**config.mk**
```make
export PLATFORM = sky130hd
export DESIGN_NAME = usb_out_ep_buf
export DESIGN_NICKNAME = d
export VERILOG_FILES = /design/src/rtl/usb_out_ep_pkg.sv /design/src/rtl/usb_out_ep_bank.sv /design/src/rtl/usb_out_ep_rx_ctrl.sv /design/src/rtl/usb_out_ep_rd_port.sv /design/src/rtl/usb_out_ep_buf.sv
export SDC_FILE = /design/constraint.sdc
export NUM_CORES = 1
export LEC_CHECK = 0
export ABC_AREA = 1
export BUFFER_PORTS_ARGS = -buffer_cell sky130_fd_sc_hd__buf_2
export CAP_MARGIN = 20
export CORE_ASPECT_RATIO = 1.4
export CORE_MARGIN = 2
export CORE_UTILIZATION = 25
export CTS_BUF_LIST = sky130_fd_sc_hd__clkbuf_16
export CTS_CLUSTER_SIZE = 25
export DETAILED_ROUTE_END_ITERATION = 12
export PLACE_DENSITY_LB_ADDON = 0.3
export SYNTH_ARGS = -nofsm -noshare
export SYNTH_HDL_FRONTEND = slang
export SYNTH_HIERARCHICAL = 1
export SYNTH_SLANG_ARGS = --single-unit
```
**constraint.sdc**
```tcl
create_clock -name clk_i -period 2.25 [get_ports clk_i]
set_clock_uncertainty 0.1 [all_clocks]
set_input_delay 0.45 -clock clk_i [delete_from_list [all_inputs] [get_ports clk_i]]
set_output_delay 0.45 -clock clk_i [all_outputs]
set_load 0.01 [all_outputs]
```
**src/rtl/usb_out_ep_pkg.sv**
```systemverilog
`timescale 1ns/1ps
package usb_out_ep_pkg;
  typedef enum logic [1:0] {
    RX_IDLE  = 2'd0,
    RX_STORE = 2'd1,
    RX_DROP  = 2'd2
  } rx_state_e;
endpackage

```
**src/rtl/usb_out_ep_bank.sv**
```systemverilog
`timescale 1ns/1ps
module usb_out_ep_bank #(
  parameter int DEPTH  = 64,
  parameter int DATA_W = 8,
  parameter int AW     = 6
) (
  input  logic              clk_i,
  input  logic              we_i,
  input  logic [AW-1:0]     waddr_i,
  input  logic [DATA_W-1:0] wdata_i,
  input  logic [AW-1:0]     raddr_i,
  output logic [DATA_W-1:0] rdata_o
);
  logic [DATA_W-1:0] mem [DEPTH];

  for (genvar g = 0; g < DEPTH; g++) begin : g_entry
    always_ff @(posedge clk_i) begin
      if (we_i && (waddr_i == AW'(g))) mem[g] <= wdata_i;
    end
  end

  assign rdata_o = mem[raddr_i];
endmodule

```
**src/rtl/usb_out_ep_rx_ctrl.sv**
```systemverilog
`timescale 1ns/1ps
module usb_out_ep_rx_ctrl
  import usb_out_ep_pkg::*;
#(
  parameter int DEPTH = 64,
  parameter int CNT_W = 7,
  parameter int AW    = 6
) (
  input  logic             clk_i,
  input  logic             rst_ni,
  input  logic             pkt_start_i,
  input  logic             byte_valid_i,
  input  logic             pkt_end_i,
  input  logic             crc_ok_i,
  input  logic             clr_i,
  output logic             we_o,
  output logic [AW-1:0]    waddr_o,
  output logic             load_o,
  output logic             full_o,
  output logic [CNT_W-1:0] cnt_o,
  output logic             hs_valid_o,
  output logic             hs_ack_o
);
  localparam logic [CNT_W-1:0] DEPTH_C = CNT_W'(DEPTH);

  rx_state_e        state_q, state_d;
  logic [CNT_W-1:0] wr_ptr_q, wr_ptr_d, wr_nxt;
  logic [CNT_W-1:0] cnt_q;
  logic             full_q, hs_valid_q, hs_ack_q;
  logic             room, store_end, drop_end;

  assign room      = wr_ptr_q < DEPTH_C;
  assign we_o      = (state_q == RX_STORE) && !pkt_start_i && byte_valid_i && room;
  assign waddr_o   = wr_ptr_q[AW-1:0];
  assign wr_nxt    = we_o ? wr_ptr_q + CNT_W'(1) : wr_ptr_q;
  assign store_end = (state_q == RX_STORE) && !pkt_start_i && pkt_end_i;
  assign drop_end  = (state_q == RX_DROP) && !pkt_start_i && pkt_end_i;
  // a stored packet with good CRC hands the bank to the processor
  assign load_o    = store_end && crc_ok_i;

  always_comb begin
    state_d  = state_q;
    wr_ptr_d = wr_nxt;
    if (pkt_start_i) begin
      state_d  = full_q ? RX_DROP : RX_STORE;
      wr_ptr_d = '0;
    end else if (store_end || drop_end) begin
      state_d = RX_IDLE;
    end
  end

  always_ff @(posedge clk_i or negedge rst_ni) begin
    if (!rst_ni) begin
      state_q    <= RX_IDLE;
      wr_ptr_q   <= '0;
      cnt_q      <= '0;
      full_q     <= 1'b0;
      hs_valid_q <= 1'b0;
      hs_ack_q   <= 1'b0;
    end else begin
      state_q    <= state_d;
      wr_ptr_q   <= wr_ptr_d;
      hs_valid_q <= load_o || (drop_end && crc_ok_i);
      hs_ack_q   <= load_o;
      if (load_o) cnt_q <= wr_nxt;
      if (load_o)     full_q <= 1'b1;
      else if (clr_i) full_q <= 1'b0;
    end
  end

  assign full_o     = full_q;
  assign cnt_o      = cnt_q;
  assign hs_valid_o = hs_valid_q;
  assign hs_ack_o   = hs_ack_q;

  assert_hs_after_end_R2: assert property (@(posedge clk_i) disable iff (!rst_ni)
    hs_valid_o |-> $past(pkt_end_i));
  assert_ack_sets_full_R2: assert property (@(posedge clk_i) disable iff (!rst_ni)
    $rose(full_q) |-> (hs_valid_o && hs_ack_o));
  assert_nak_keeps_cnt_R3: assert property (@(posedge clk_i) disable iff (!rst_ni)
    (hs_valid_o && !hs_ack_o) |-> $stable(cnt_q));
  assert_cnt_limit_R9: assert property (@(posedge clk_i) disable iff (!rst_ni)
    cnt_q <= DEPTH_C);
  assert_bad_crc_silent_R10: assert property (@(posedge clk_i) disable iff (!rst_ni)
    (pkt_end_i && !crc_ok_i) |=> !hs_valid_o);
  assert_no_write_when_full_R3: assert property (@(posedge clk_i) disable iff (!rst_ni)
    (full_q && !$past(full_q)) |-> !we_o || $past(pkt_start_i) == 1'b0);
endmodule

```
**src/rtl/usb_out_ep_rd_port.sv**
```systemverilog
`timescale 1ns/1ps
module usb_out_ep_rd_port #(
  parameter int DATA_W = 8,
  parameter int CNT_W  = 7,
  parameter int AW     = 6
) (
  input  logic              clk_i,
  input  logic              rst_ni,
  input  logic              rd_i,
  input  logic              load_i,
  input  logic [CNT_W-1:0]  cnt_i,
  input  logic [DATA_W-1:0] mem_rdata_i,
  output logic [AW-1:0]     raddr_o,
  output logic [DATA_W-1:0] rd_data_o
);
  logic [CNT_W-1:0] rd_ptr_q;
  logic             avail;

  assign avail     = rd_ptr_q < cnt_i;
  assign raddr_o   = rd_ptr_q[AW-1:0];
  assign rd_data_o = avail ? mem_rdata_i : '0;

  always_ff @(posedge clk_i or negedge rst_ni) begin
    if (!rst_ni)             rd_ptr_q <= '0;
    else if (load_i)         rd_ptr_q <= '0;
    else if (rd_i && avail)  rd_ptr_q <= rd_ptr_q + CNT_W'(1);
  end

  assert_rd_ptr_bound_R7: assert property (@(posedge clk_i) disable iff (!rst_ni)
    rd_ptr_q <= cnt_i);
  assert_exhausted_zero_R7: assert property (@(posedge clk_i) disable iff (!rst_ni)
    (rd_ptr_q == cnt_i) |-> (rd_data_o == '0));
  assert_ptr_rewind_R11: assert property (@(posedge clk_i) disable iff (!rst_ni)
    load_i |=> (rd_ptr_q == '0));
endmodule

```
**src/rtl/usb_out_ep_buf.sv**
```systemverilog
`timescale 1ns/1ps
module usb_out_ep_buf #(
  parameter int DEPTH  = 64,
  parameter int DATA_W = 8,
  localparam int AW    = (DEPTH > 1) ? $clog2(DEPTH) : 1,
  localparam int CNT_W = $clog2(DEPTH + 1)
) (
  input  logic              clk_i,
  input  logic              rst_ni,
  input  logic              pkt_start_i,
  input  logic              byte_valid_i,
  input  logic [DATA_W-1:0] byte_i,
  input  logic              pkt_end_i,
  input  logic              crc_ok_i,
  output logic              hs_valid_o,
  output logic              hs_ack_o,
  output logic [CNT_W:0]    stat_o,
  input  logic              rd_i,
  output logic [DATA_W-1:0] rd_data_o,
  input  logic              clr_i,
  output logic              irq_o
);
  logic              we, load, full;
  logic [AW-1:0]     waddr, raddr;
  logic [CNT_W-1:0]  cnt;
  logic [DATA_W-1:0] mem_rdata;

  usb_out_ep_rx_ctrl #(.DEPTH(DEPTH), .CNT_W(CNT_W), .AW(AW)) u_ctrl (
    .clk_i, .rst_ni, .pkt_start_i, .byte_valid_i, .pkt_end_i, .crc_ok_i, .clr_i,
    .we_o(we), .waddr_o(waddr), .load_o(load), .full_o(full), .cnt_o(cnt),
    .hs_valid_o, .hs_ack_o
  );

  usb_out_ep_bank #(.DEPTH(DEPTH), .DATA_W(DATA_W), .AW(AW)) u_bank (
    .clk_i, .we_i(we), .waddr_i(waddr), .wdata_i(byte_i),
    .raddr_i(raddr), .rdata_o(mem_rdata)
  );

  usb_out_ep_rd_port #(.DATA_W(DATA_W), .CNT_W(CNT_W), .AW(AW)) u_rd (
    .clk_i, .rst_ni, .rd_i, .load_i(load), .cnt_i(cnt),
    .mem_rdata_i(mem_rdata), .raddr_o(raddr), .rd_data_o
  );

  assign stat_o = {cnt, full};
  assign irq_o  = full;

  assert_irq_tracks_own_R4: assert property (@(posedge clk_i) disable iff (!rst_ni)
    (clr_i && !load && stat_o[0]) |=> !irq_o);
endmodule

```
# Word-level counts from Yosys, hierarchy flattened
# Memory sizes are Yosys's and may differ from the RTL's.
# Index checks and enable logic that the tools add are counted.
# W data, S select, Z words.
# word_totals
ram_bits	512
in_bits	16
memories	1
ff_bits	26
output_inout_bits	19
elab_cells	547
# classes
eq_ne	65
addsub	2
reduce_logical	143
magnitude_cmp	2
muxes	327
# memory_table
memory	words	word_bits	rd	rd_clocked_by_memory_dff	write_ports	line_no	source
u_bank.mem	64	8	1	0	1	usb_out_ep_bank.sv:14	logic [DATA_W-1:0] mem [DEPTH];
# op_table
cell	count
$mux W8	64
$reduce_or A8 Y1	63
$mux W6	63
$mux W1	193
$eq A6 B6 Y1 const B	32
$eq A6 B5 Y1 const B	16
$logic_and A1 B1 Y1	73
$eq A6 B4 Y1 const B	8
$mux W7	4
$eq A6 B3 Y1 const B	4
$add A7 B1 Y7 const B	2
$eq A6 B2 Y1 const B	2
$lt A7 B7 Y1	1
$lt A7 B7 Y1 const B	1
$eq A6 B1 Y1 const B	1
$logic_not A6 Y1	1
$mux W2	3
$reduce_bool A2 Y1	3
$eq A2 B1 Y1 const B	1
$eq A2 B2 Y1 const B	1
$logic_or A1 B1 Y1	2
$logic_not A1 Y1	1

# Depth between registers and ports, before layout
# Gate-level depths: netlist of run 1.
# depth
ltp_word	71
depth_mapped	15
depth_no_buf	11

# Cells and area by module
# The synthesis of run 1 kept the hierarchy.
# by_module_without_submodules
module	cells_per_inst	instances	area_per_inst_um2	seq_area_each_um2
usb_out_ep_bank	1811	1	21142.8	15374.7
usb_out_ep_rx_ctrl	119	1	973.4	475.5
usb_out_ep_rd_port	112	1	723.2	175.2
usb_out_ep_buf	1	1	7.5	0.0

# Worst setup path before layout of run 1
# OpenSTA, ideal clock, no wires.
# synth_path
path_type	input to register
start	input port pkt_start_i
end	memory u_bank.mem[16][0], enable pin
t_arrival_ns	1.784
required_ns	1.780
path_stages	7
setup_slack_ns	-0.005
cell_sequence	buf_6 -> nor2_8 -> nand2_4 -> nor2_4 -> nand3_1 -> clkbuf_1 -> nor2_1
# synth_via
elab_chain_len	71
# synth_rtl
item	line_no	source
start: declaration	usb_out_ep_buf.sv:10	input logic pkt_start_i,
$logic_not A1 Y1 (*)	usb_out_ep_rx_ctrl.sv:33	assign we_o = (state_q == RX_STORE) && !pkt_start_i && byte_valid_i && room;
$logic_and A1 B1 Y1 (*) (3 in a row)	usb_out_ep_rx_ctrl.sv:33	
named net we	usb_out_ep_buf.sv:23	logic we, load, full;
$logic_and A1 B1 Y1	usb_out_ep_bank.sv:18	if (we_i && (waddr_i == AW'(g))) mem[g] <= wdata_i;
$mux W1	usb_out_ep_bank.sv:18	
$mux W1 (not written as such)	usb_out_ep_bank.sv:18	
$reduce_or A8 Y1 (no source line)	--	
$mux W6 (no source line) / $mux W1 (equally long branches) (63 in a row)	--	
end: declaration	usb_out_ep_bank.sv:14	
# The timed path passes the listed nets; every way through them passes the cells marked *.

# Final worst setup path of run 1
# layout_path
start	register u_rd.rd_ptr_q[0]
end	output port rd_data_o[6]
# layout_via
elab_chain_len	2
# layout_rtl
item	line_no	source
start: declaration	usb_out_ep_rd_port.sv:16	logic [CNT_W-1:0] rd_ptr_q;
start signal: assignment	usb_out_ep_rd_port.sv:26	else if (rd_i && avail) rd_ptr_q <= rd_ptr_q + CNT_W'(1);
$mem_v2 Z64 W8	--	
named net mem_rdata[6]	usb_out_ep_buf.sv:26	logic [DATA_W-1:0] mem_rdata;
$mux W8	usb_out_ep_rd_port.sv:21	assign rd_data_o = avail ? mem_rdata_i : '0;
end: declaration	usb_out_ep_buf.sv:19	output logic [DATA_W-1:0] rd_data_o,
# The timed path passes the listed nets, and every way through them passes these cells.

==> results of run 1 <==
-- cells by family (layout without fill, tap and decap cells) --
| kind of cell | count (synthesis) | after routing | share of synthesized area [%] |
|---|---|---|---|
| and+or+nand+nor | 1300 | 1300 | 24.2 |
| adders and majority gates | 8 | 8 | 0.438 |
| xor gates and xnor gates | 2 | 2 | 0.0767 |
| buffers and inverters | 181 | 380 | 4.76 |
| DFF | 538 | 538 | 70.1 |
| AOI/OAI and AO/OA | 14 | 14 | 0.361 |
-- sequential cells by signal (all words and copies together), names as in the netlist --
register,flops
u_bank/mem,512
u_ctrl/cnt_o,7
u_ctrl/full_o,1
u_ctrl/hs_ack_o,1
u_ctrl/hs_valid_o,1
u_ctrl/state_q,2
u_ctrl/wr_ptr_q,7
u_rd/rd_ptr_q,7
-- per-stage QoR --
| stage | utilization [%] | instance area, µm² | setup TNS (ns) | hold slack, ns | power (W) |
|---|---|---|---|---|---|
| after floorplan | - | 22800 | -0.895 | 0.0544 | 0.0177 |
| after global placement | 27.8 | 25300 | -3.94 | 0.408 | 0.0216 |
| after detailed placement | 27.8 | 25300 | -3.87 | 0.411 | 0.0216 |
| after CTS | 30.8 | 28000 | -8.22 | 0.0529 | 0.0326 |
| after global routing | 32.2 | 29200 | -8.16 | 0.0767 | 0.0358 |
| final | 32.2 | 29200 | -7.39 | 0.0764 | 0.0344 |
-- power breakdown --
| part | total (W) | switching (W) | internal, W | leakage, nW |
|---|---|---|---|---|
| Clock | 0.00844 | 0.00376 | 0.00467 | 0.801 |
| Sequential | 0.0111 | 0.0000958 | 0.0110 | 4.95 |
| Combinational | 0.0148 | 0.00894 | 0.00587 | 5.14 |
| Total | 0.0344 | 0.0128 | 0.0216 | 10.9 |
-- worst max-delay path by stage --
| stage | startpoint | end | slack (ns) | cells after the start |
|---|---|---|---|---|
| floorplan | pkt_start_i | u_bank/mem[16][0] | -0.005 | 7 |
| global placement | u_rd/rd_ptr_q[0] | rd_data_o[0] | -0.61 | 13 |
| detailed placement | u_rd/rd_ptr_q[0] | rd_data_o[0] | -0.61 | 13 |
| CTS | u_rd/rd_ptr_q[0] | rd_data_o[6] | -1.04 | 13 |
| global route | u_rd/rd_ptr_q[0] | rd_data_o[3] | -1.07 | 15 |
| finish | u_rd/rd_ptr_q[0] | rd_data_o[6] | -1.01 | 15 |
-- layer usage --
metal / vias up / track usage, %
met3: 132 / 1.79
li1: 7367 / -
met5: - / 0
met1: 7959 / 16.5
met4: 0 / 6.50
met2: 484 / 27.0
-- critical path, cell delays in order, from the launching register on --
cell and delay, ns:
dfrtp_4 0.51, buf_12 0.17, buf_12 0.15, buf_4 0.15
clkbuf_16 0.16, nand2_1 0.07, nand3_2 0.09, nand3_2 0.08
nand2_2 0.07, nand2_1 0.08, nand3_1 0.09, nand3_1 0.12
nand2_2 0.10, inv_2 0.07, nor2_1 0.03, buf_2 0.14
-- area by class of cell --
cell class	instances	area (µm²)
multi-input cells	1324	6750
repair buffers	239	3060
fillers	9111	61600
inverters	52	234
repair inverters	2	46.3
well taps	1197	1500
flip-flops and latches	538	16000
clock inverters	36	305
clock buffers	51	1280
-- layout by cell type (no fill, tap or decap), drive strengths merged, types with 4 or more instances in the layout --
master,synthesis,routed
o21ai,6,6
nand2,745,745
edfxtp,512,512
clkbuf,14,66
nand4,4,4
a21oi,7,7
nand3,451,451
buf,115,222
bufinv,0,5
nor2,97,97
inv,52,59
clkinv,0,23
dfrtp,26,26
ha,8,8
-- repair_timing --
action | in CTS | in global routing
resized for setup | 126 | 194
buffers inserted | 13 | 7
setup endpoints to repair | 8 | 8
pin swaps | 26 | 77
cloned | 18 | 16
hold buffers | 2 | 0
hold endpoints to repair | 27 | 0
==> key figures, run 1 <==
Run status
  – Status: complete, but fails checks
  – Violated checks: negative setup slack

Global routing
  – Grt ovf: 0
  – Largest net degree at the start of global routing: 65
  – Vias in the first global route: 16019
  – Antenna violations before repair: 0
  – GRT Total Usage: 14.5%
  – First-pass GRT wire length: 102000 µm

Floorplan
  – Die height: 362 µm
  – Rows: 131
  – Die Wd: 259 µm
  – Initial Utilization: 25.2%
  – Io pins: 35
  – Core area: 90800 µm²
  – Die area: 93900 µm²

CTS
  – Clk root buf: clkbuf_16
  – Worst skew pair latency: 0.61 ns
  – CTS H-Tree Depth: 2
  – Worst-path clk slew: 0.06 ns
  – Clock buffer count from CTS: 50
  – Clock Path Buffers: 3
  – Num Clock Sinks: 538
  – CTS tree: yes

Place
  – Hpwl dp: 41600 µm
  – # port buffers: 34
  – Pre-CTS WS: -0.608 ns
  – DP Cell Count: about 3300
  – Placer Congestion: ~0.82

Synth
  – Post-synth EDFFs: 512
  – Largest area contributor in the netlist: edfxtp_1
  – Ys async rst share: a little under 5%
  – Syn. warnings: 6
  – Synth area leaders: edfxtp_1, nand2_1, nand3_1
  – Share of the synthesized area in the top cell type: 67.3%
  – Synth cell count leaders: nand2_1, edfxtp_1, nand3_1, nor2_1, inv_1
  – Post-Synthesis Cells: 2043
  – Post-Syn Area: around 23000 µm²
  – Count leader, synth: nand2_1
  – Post-Syn Nets: ~2100
  – Sequential area share after synthesis: 70.1%
  – Netlist cell types: 33
  – Syn avg cell area: 11.2 µm²
  – Yosys reg bits: 538
  – Post-synth top flop: edfxtp_1

Worst hold path
  – Startpoint of the worst hold path: pkt_start_i
  – Min-delay worst type: in2reg
  – Hold EP: u_ctrl/wr_ptr_q[4]
  – Cells on Worst Hold Path: 2

Routing
  – Met3 routed WL: 3150 µm
  – DRT Wirelength: 70900 µm
  – DRT iter0 DRCs: between 1000 and 1500
  – Met1 wire length: 26800 µm
  – Met2 wire len: 37800 µm
  – Antenna Violating Nets Remaining: 0
  – First-pass DRT Iterations: 8
  – Remaining DRCs: 0
  – Uppermost layer routed: met4
  – DR vias: 15942
  – Routed WL per cell: 20.6 µm
  – Vias/cell: 4.64

Critical path
  – Worst R2R Path Depth: 12
  – Critical path arrival: around 2.7 ns
  – Crit Path Category: reg2out
  – Worst EP required: 1.70 ns
  – Launching point of the worst reg2reg path: u_rd/rd_ptr_q[1]
  – Reg2Reg Capture Point: u_rd/rd_ptr_q[0]
  – Worst reg2reg setup slack: 0.15 ns
  – CP Launch Type: flip-flop
  – Worst-path maximum fanout: 10
  – Crit path capture type: output port

Layout
  – Share of layout cells above drive strength 1: 24.9%
  – Final Non-Filler Cells: between 3000 and 4000
  – Antenna diodes: 0
  – Nets: 2231
  – Layout area overhead: 27.8%

Power
  – Max IR drop VDD: around 0.73 mV
  – Leakage Power: 10.9 nW
  – Power Dens Cells: between 1000 and 1500 nW/µm²

STA
  – RSZ-0062 raised after global routing: yes
  – Final hold vios: 0
  – Fmax achieved: 0.307 GHz
  – Slew Viols, Final: 0
  – Slew of the pin with the lowest slew margin: 0.646 ns
  – Final worst slack: -1.01 ns
  – Tmin final: 3.26 ns
  – Final period util: 145%
  – # setup viols final: 8
  – Max_slew headroom: 56.9%

Flow run
  – Max-Cap Viols: 0
Note: power is estimated with default switching activity, not from simulation.
==> run 2: changes to the inputs <==
--- a/config.mk
+++ b/config.mk
@@ -5,11 +5,10 @@
 export SDC_FILE = /design/constraint.sdc
 export NUM_CORES = 1
 export LEC_CHECK = 0
-export ABC_AREA = 1
 export BUFFER_PORTS_ARGS = -buffer_cell sky130_fd_sc_hd__buf_2
 export CAP_MARGIN = 20
 export CORE_ASPECT_RATIO = 1.4
-export CORE_MARGIN = 2
+export CORE_MARGIN = 1
 export CORE_UTILIZATION = 25
 export CTS_BUF_LIST = sky130_fd_sc_hd__clkbuf_16
 export CTS_CLUSTER_SIZE = 25
==> key figures, run 2 <==
Routing
  – Antenna Violating Nets Remaining: 0
  – DR vias: 11012
  – DRT iter0 DRCs: 616
  – Routed WL per cell: roughly 22 µm
  – Vias/cell: about 4.5
  – First-pass DRT Iterations: 5
  – DRT Wirelength: 52800 µm
  – Remaining DRCs: 0

Layout
  – Final Util: 32.6%
  – Largest Register: u_bank/mem
  – Fillers: slightly below 8000
  – Layout area overhead: 28.7%
  – Most frequent cells in the layout: edfxtp_1, mux4_2, buf_4
  – Antenna diodes: 0
  – Nets: approximately 1300
  – Most common cell after layout, fill and taps aside: edfxtp_1
  – Max reg flops: 512
  – Share of layout cells above drive strength 1: 42.0%

STA
  – # setup viols final: 10
  – Tmin final: ~3.5 ns
  – Final period util: 154%
  – Final hold vios: 0
  – RSZ-0062 raised after global routing: yes
  – Slew of the pin with the lowest slew margin: around 0.73 ns
  – Max_slew headroom: between 50% and 60%
  – Fmax achieved: 0.289 GHz
  – Slew Viols, Final: 0
  – Final worst slack: -1.21 ns

Critical path
  – CP Cell Sequence: buf_12, bufbuf_16, mux4_2, mux2_2, o21ai_0, o2bb2ai_1, and2_4, buf_2
  – CP Launch Type: flip-flop
  – Crit path capture type: output port
  – Critical path arrival: 2.91 ns
  – Crit Path Category: reg2out
  – Worst-path maximum fanout: 14
  – Crit path depth: 8
  – Launching point of the worst reg2reg path: u_rd/rd_ptr_q[0]
  – CP max stage delay: 0.52 ns
  – CP max-delay cell: mux4_2
  – CP bufs+invs: 3
  – Crit-path leading delay family: multiplexers
  – Worst EP required: 1.70 ns
  – Critical path origin: u_rd/rd_ptr_q[0]
  – Worst reg2reg setup slack: -0.33 ns
  – Worst R2R Path Depth: 11
  – Capture point of the critical path: rd_data_o[2]
  – Reg2Reg Capture Point: u_rd/rd_ptr_q[6]

Floorplan
  – Core area: 84700 µm²
  – Die height: 348 µm
  – Io pins: 35
  – Die area: ~87000 µm²
  – Rows: roughly 130
  – Initial Utilization: 25.3%
  – Die Wd: 249 µm

Synth
  – Share of the synthesized area in the top cell type: 71.7%
  – Ys async rst share: 4.83%
  – Post-synth top flop: edfxtp_1
  – Simple-gate share of the synthesized area: 3.96%
  – Post-Synth Adder-Cell Area: 0.467%
  – Post-Synthesis Cells: 1087
  – Syn. warnings: 6
  – Sequential area share after synthesis: 74.8%
  – Synth area leaders: edfxtp_1, mux4_2, dfrtp_1
  – Post-Syn Area: 21400 µm²
  – Main combinational cell family by area after synthesis: multiplexers
  – Compound-Gate Fraction of Synth Area: ~3.6%
  – Count leader, synth: edfxtp_1
  – Post-Syn Nets: 1111
  – Largest area contributor in the netlist: edfxtp_1
  – XOR/XNOR Fraction of Synth Area: 0.204%
  – Netlist cell types: 55
  – Yosys reg bits: 538
  – Synth cell count leaders: edfxtp_1, mux4_2, nor2_1, dfrtp_1, a21oi_1
  – Syn avg cell area: 19.7 µm²
  – Mux share of post-synthesis cell area: between 10% and 20%
  – Post-synth EDFFs: 512

Worst hold path
  – Min-delay worst type: in2reg

Global routing
  – Grt ovf: 0
  – Antenna violations before repair: 0
  – Vias in the first global route: 11765
  – First-pass GRT wire length: a little under 80000 µm
  – GRT Total Usage: 12.3%
  – Largest net degree at the start of global routing: 65

CTS
  – Num Clock Sinks: 538
  – Clk root buf: clkbuf_16
  – Clock buffer count from CTS: 52
  – Worst skew pair latency: 0.62 ns
  – CTS H-Tree Depth: 2
  – Clock Path Buffers: 3
  – Worst-path clk slew: 0.07 ns
  – CTS tree: yes

Run status
  – Status: complete, but fails checks
  – Violated checks: negative setup slack

Place
  – Pre-CTS WS: -1.01 ns
  – Placer Congestion: slightly below 0.8
  – # port buffers: 34
  – Hpwl dp: about 36000 µm

Flow run
  – Max-Cap Viols: 0

Power
  – Leakage Power: around 8.8 nW
  – Final Power: 0.0303 W
  – Power Dens Cells: 1100 nW/µm²
  – Max IR drop VDD: 0.536 mV
[run 2: cell count changes after synthesis, sizes merged, moves of 9 or more]
cell and delta:
mux2 +16, mux2i +15, o21ai +22, nand3 -437, o22ai +21, mux4 +128
a21oi +19, buf -70, and2 +9, clkbuf +9, inv -40, nor2b +10
nand2 -722
[run 2: final cells by class]
class	instances	area (µm²)	share of cell area, %
Clock buffer	52	1300	4.72
Clock inverter	44	438	1.59
Inverter	12	45.0	0.163
Multi-Input combinational cell	469	5600	20.3
Sequential cell	538	16000	58.1
Tap cell	1088	1360	4.93
Timing Repair Buffer	240	2810	10.2
[run 2: per-stage QoR]
stage                     TNS [ns]  area (µm²)  instances  hold slack, ns
after floorplan             -22.89       21800       1087          0.0544
after global placement      -34.16       25200       2327           0.406
after detailed placement    -36.89       25200       2327           0.408
after CTS                   -10.64       27300       2435          0.0126
after global routing        -10.91       27600       2443          0.0622
final                        -9.84       27600       2443          0.0552
[run 2: layer usage]
metal	vias to the layer above	wire length (µm)	track usage (%)
met3	75	1420	1.45
li1	4924	-	-
met1	5820	20400	13.8
met4	0	1520	4.50
met5	-	0	0
met2	193	29500	23.5
[run 2: tightest hold or removal path: stages]
cell and delay, ns:
buf_2 0.10, nand2_1 0.11, nor3_1 0.07
[run 2: worst min-delay path by stage]
stage	from	end	slack (ns)	depth (start not counted)
final	crc_ok_i	u_ctrl/hs_valid_o	0.06	3
after global routing	crc_ok_i	u_ctrl/hs_valid_o	0.06	3
after CTS	crc_ok_i	u_ctrl/hs_valid_o	0.01	3
after detailed placement	rst_ni	u_ctrl/full_o	0.41	1
after global placement	rst_ni	u_ctrl/hs_valid_o	0.41	1
after floorplan	rst_ni	u_ctrl/cnt_o[0]	0.05	0
[run 2: repair_timing]
| item | CTS | global route |
|---|---|---|
| cloned | 2 | 1 |
| pin swaps | 10 | 2 |
| hold buffers | 2 | 0 |
| buffers inserted | 9 | 6 |
| endpoints found under the hold margin | 27 | 0 |
| endpoints found under the setup margin | 13 | 36 |
| gates resized for setup | 48 | 35 |
[run 2: kinds of logic after synthesis]
logic type / after synthesis
buf+inv: 80
simple gates: 178
compound gates: 119
fa+ha+maj: 8
mux: 159
xor+xnor: 5
flops: 538
[run 2: report_power, final]
part / total (W) / switching, W / leakage [nW] / internal (W)
Combinational: 0.0102 / 0.00479 / 3.02 / 0.00539
Clock: 0.00889 / 0.00384 / 0.873 / 0.00505
Sequential: 0.0112 / 0.000154 / 4.93 / 0.0111
Total: 0.0303 / 0.00878 / 8.82 / 0.0215
